## config.mk

```make
export PLATFORM = sky130hd
export DESIGN_NAME = ld_order_guard
export DESIGN_NICKNAME = d
export VERILOG_FILES = /design/src/rtl/ld_order_guard.sv
export SDC_FILE = /design/constraint.sdc
export NUM_CORES = 2
export LEC_CHECK = 0
export CAP_MARGIN = 10
export CORE_UTILIZATION = 50
export DETAILED_ROUTE_END_ITERATION = 8
export PLACE_DENSITY = 0.67
export SYNTH_ARGS = -nofsm -noshare
export SYNTH_HDL_FRONTEND = slang
export SYNTH_SLANG_ARGS = --single-unit
```

## constraint.sdc

```tcl
create_clock -name clk -period 7.15 [get_ports clk]
set_input_delay 1.0725 -clock clk [delete_from_list [all_inputs] [get_ports clk]]
set_output_delay 1.0725 -clock clk [all_outputs]
set_load 0.005 [all_outputs]
```

## src/rtl/ld_order_guard.sv

```systemverilog
module ld_order_guard #(
  parameter int DEPTH   = 16,
  parameter int ADDR_W  = 32,
  parameter int BLK_OFF = 6
) (
  input  logic                      clk,
  input  logic                      rst_n,
  input  logic                      ld_valid,
  input  logic [ADDR_W-1:0]         ld_addr,
  output logic                      ld_ready,
  output logic [$clog2(DEPTH)-1:0]  ld_slot,
  input  logic                      cm_valid,
  output logic [$clog2(DEPTH)-1:0]  head_slot,
  input  logic                      snp_valid,
  input  logic [ADDR_W-1:0]         snp_addr,
  output logic                      flush_valid,
  output logic [$clog2(DEPTH)-1:0]  flush_slot
);
  localparam int IDX_W = $clog2(DEPTH);
  localparam int PTR_W = IDX_W + 1;
  localparam int TAG_W = ADDR_W - BLK_OFF;

  logic [TAG_W-1:0] tag_q [DEPTH];
  logic [PTR_W-1:0] head_q, tail_q, count, hit_age;
  logic [IDX_W-1:0] hit_idx, idx;
  logic             hit, cm_fire, ld_fire;
  logic             unused_offset_bits;

  assign unused_offset_bits = ^{ld_addr[BLK_OFF-1:0], snp_addr[BLK_OFF-1:0]};

  assign count     = tail_q - head_q;
  assign ld_ready  = count < PTR_W'(DEPTH);
  assign ld_slot   = tail_q[IDX_W-1:0];
  assign head_slot = head_q[IDX_W-1:0];
  assign cm_fire   = cm_valid && (count != '0);
  assign ld_fire   = ld_valid && ld_ready && !hit;

  always_comb begin
    hit     = 1'b0;
    hit_idx = '0;
    hit_age = '0;
    idx     = '0;
    for (int k = 0; k < DEPTH; k++) begin
      idx = head_q[IDX_W-1:0] + IDX_W'(k);
      if (snp_valid && !hit && (PTR_W'(k) < count) && !(cm_fire && k == 0) &&
          tag_q[idx] == snp_addr[ADDR_W-1:BLK_OFF]) begin
        hit     = 1'b1;
        hit_idx = idx;
        hit_age = PTR_W'(k);
      end
    end
  end

  always_ff @(posedge clk or negedge rst_n) begin
    if (!rst_n) begin
      head_q      <= '0;
      tail_q      <= '0;
      flush_valid <= 1'b0;
      flush_slot  <= '0;
    end else begin
      flush_valid <= hit;
      if (hit) flush_slot <= hit_idx;
      if (cm_fire) head_q <= head_q + 1'b1;
      if (hit) tail_q <= head_q + hit_age;
      else if (ld_fire) tail_q <= tail_q + 1'b1;
    end
  end

  always_ff @(posedge clk) begin
    if (ld_fire) tag_q[tail_q[IDX_W-1:0]] <= ld_addr[ADDR_W-1:BLK_OFF];
  end
endmodule

```

==> summary.md <==
| Metric | Value |
|---|---|
| DP HPWL | `218 mm` |
| CP max stage cell | `dfrtp_4` |
| Req. time, crit path | `~7700 ps` |
| Antenna violation net count after detailed routing | `0` |
| Fillers | `slightly above 8,000` |
| TritonCTS Buffers | `46` |
| Die span in y | `about 320 um` |
| Outcome | `finished, final reports clean` |
| Die width | `319 um` |
| Commonest cells after routing, fill and taps aside | `mux4_2, mux2i_1, edfxtp_1, xnor2_1, buf_4` |
| Post-Syn Area | `just over 50,000 um^2` |
| Vias per cell | `just over 8` |
| Wire per inst | `between 40 and 50 um` |
| CP Cell Sequence | `inv_2, buf_4, ha_1, a21oi_2, xnor2_4, buf_4, mux4_2, xnor2_1, nor2_1, nand4_1, nor4b_1, buf_4, and4b_1, nand3_1, nor2_1, nor2_1, o2111ai_1, ha_1, fa_1, a21o_1, a21oi_1, xor2_1, mux2i_1` |
| Sequential cell area | `approximately 13,000 um^2` |
| Asr flop ratio synth | `0.0348` |
| Sinks on Clock Net | `roughly 430` |
| Maximum clock frequency | `around 140 MHz` |
| Vias in the first global route | `roughly 42,000` |
| Slew margin rel. | `0.0238` |
| Root Buffer | `clkbuf_16` |
| H-tree Lvls | `2` |
| Max-Cap Viols | `0` |
| GRT overflow | `0` |
| RSZ-0062 raised after global routing | `no` |
| Class of the most critical setup path | `reg -> reg` |
| DR vias | `approximately 46,000` |
| Site Rows | `115` |
| Initial antenna violation count | `18` |
| Most common cell after layout, fill and taps aside | `mux4_2` |
| CP Capture Type | `flop` |
| Pin count of the biggest net entering global routing | `~120` |
| Clk pin slew, worst setup/hold paths | `around 60 ps` |
| Delay-heaviest family, CP | `simple AND/OR/NAND/NOR gates` |
| IO buf count | `70` |
| Crit. Startpoint | `head_q[2]` |
| WL final | `274 mm` |
| Critical path startpoint category | `flop` |
| Syn Inst Count | `4,082` |
| Crit-path max FO | `22` |
| Starting density of the core | `0.508` |
| Clk buf depth | `3` |
| IO Count | `a little over 80` |
| Syn nets | `4,174` |
| Initial DRT Pass Iterations | `9` |
| Post-Synthesis Mean Instance Area | `between 10 and 15 um^2` |
| Hold Crit Start | `flush_slot[0]` |
| First-pass GRT wire length | `about 370 mm` |
| Yosys cell types | `109` |
| Fin crit share | `0.965` |
| Final hold vios | `0` |
| Critical path arrival | `7420 ps` |
| Final core utilization | `0.565` |
| DRT iter0 DRCs | `8,929` |
| # setup viols final | `0` |
| Die Area | `just over 100,000 um^2` |
| Layout cells sized above 1 | `0.316` |
| Setup bufs post-CTS | `0` |
| Total track usage | `0.531` |
| Ys flop type | `edfxtp_1` |
| Max stage delay on crit path | `roughly 630 ps` |
| # DRC | `0` |
| Multi-input gate area | `35,100 um^2` |
| Later-pin clock latency in the skew report | `660 ps` |
| Hold crit path type | `reg -> reg` |
| Seq/Total Area, Yosys | `0.256` |
| Area grow syn2layout | `11.2%` |
| Final GP Congestion | `1.24` |
| Critical path buffers and inverters | `4` |
| Syn. warnings | `0` |
| Post-CTS sizing | `0` |
| Number of synthesized register bits | `between 400 and 500` |
| Core box area | `99,000 um^2` |
| Min Tclk post-route | `~6900 ps` |
| Final nets | `between 4,000 and 5,000` |
| CTS tree | `built` |
| # hold bufs at CTS | `0` |
| EDFF count, synth | `about 420` |
| Least-Margin Pin Slew | `around 1500 ps` |
| Worst Skew | `25.0 ps` |
| Setup TNS | `0 ps` |
| Final Max Tran Viols | `0` |
| Start of the worst register-to-register path | `head_q[2]` |
## per-stage QoR
stage	hold slack, ps	std cells	cell area [um^2]	worst slack (ps)
finish	524	5549	55900	247
global route	549	5534	55900	66.6
detailed placement	517	5449	54400	581
floorplan	499	4082	50300	135
global placement	513	5449	54400	589
CTS	529	5533	55900	489
## cell families (layout without fill, tap and decap cells)
kind of cell    Yosys count  count (layout)  share of synthesized area
flops                   431             431                      0.256
mux                    1312            1312                      0.437
xor+xnor                397             397                     0.0705
compound gates          523             523                     0.0740
buf+inv                 444             608                     0.0515
simple gates            952             952                      0.105
fa+ha+maj                23              23                    0.00602
other cells               0              16                          0
## state kept, by name, indices dropped and copies added, names as in the netlist
signal and count:
flush_slot 4, flush_valid 1, tag_q 416, head_q 5, tail_q 5
## metal layers
metal / global-route usage / vias to the layer above / part of all wire / routed length [um]
met3: 0.207 / 982 / 0.15 / 41800
li1: - / 17249 / - / -
met4: 0.395 / 14 / 0.095 / 26000
met5: 0.00946 / - / 0.00080 / 218
met1: 0.673 / 23218 / 0.35 / 95600
met2: 0.730 / 4538 / 0.40 / 110000
## worst reg2reg max path: stages, from the launching register on
cell       delay (ps)
dfrtp_4           630
inv_2             170
buf_4             410
ha_1              280
a21oi_2           140
xnor2_4           350
buf_4             480
mux4_2            670
xnor2_1           320
nor2_1            430
nand4_1           190
nor4b_1           490
buf_4             200
and4b_1           230
nand3_1           120
nor2_1             60
nor2_1            120
o2111ai_1         160
ha_1              250
fa_1              410
a21o_1            210
a21oi_1           170
xor2_1            180
mux2i_1            90
## synth_stat cells, drive strengths merged (21+ instances only)
library cell  count  share of area
xor2             34         0.0062
o22ai            42         0.0054
nor4             66         0.0093
nor2            113         0.0085
or3              22         0.0027
o211ai           53         0.0079
and3             33         0.0042
a21oi            97         0.0097
a22oi            57         0.0085
clkbuf          105         0.0079
mux2             87          0.020
xnor2           363          0.064
nand2           182          0.014
mux2i           531           0.11
nor3             49         0.0049
o21ai            59         0.0059
inv              36         0.0027
mux4            694           0.31
nand3           152          0.015
ha               21         0.0052
edfxtp          416           0.25
nand4b           23         0.0040
o2111ai          27         0.0047
buf             294          0.040
nand4           165          0.021
## area by class of cell
class                   count  share of cell area
well taps                1287              0.0288
flip-flops and latches    431               0.230
inverters                  45             0.00311
multi-input cells        3207               0.627
repair buffers            479              0.0831
clock buffers              51              0.0209
diodes                     16            0.000716
clock inverters            33             0.00564
## final timing paths
check / endpoint / slack [ps] / depth (start not counted)
min in group asynchronous: flush_slot[2] / 860 / 1
worst min register to register: flush_slot[0] / 520 / 2
worst min-delay path: flush_slot[0] / 520 / 2
worst max-delay path: tail_q[4] / 250 / 23
max in group asynchronous: head_q[1] / 5740 / 1
worst max register to register: tail_q[4] / 250 / 23
Power is left out: the tool's default activity adds up to more than one toggle a clock period on the data nets, which glitch-free logic cannot reach.
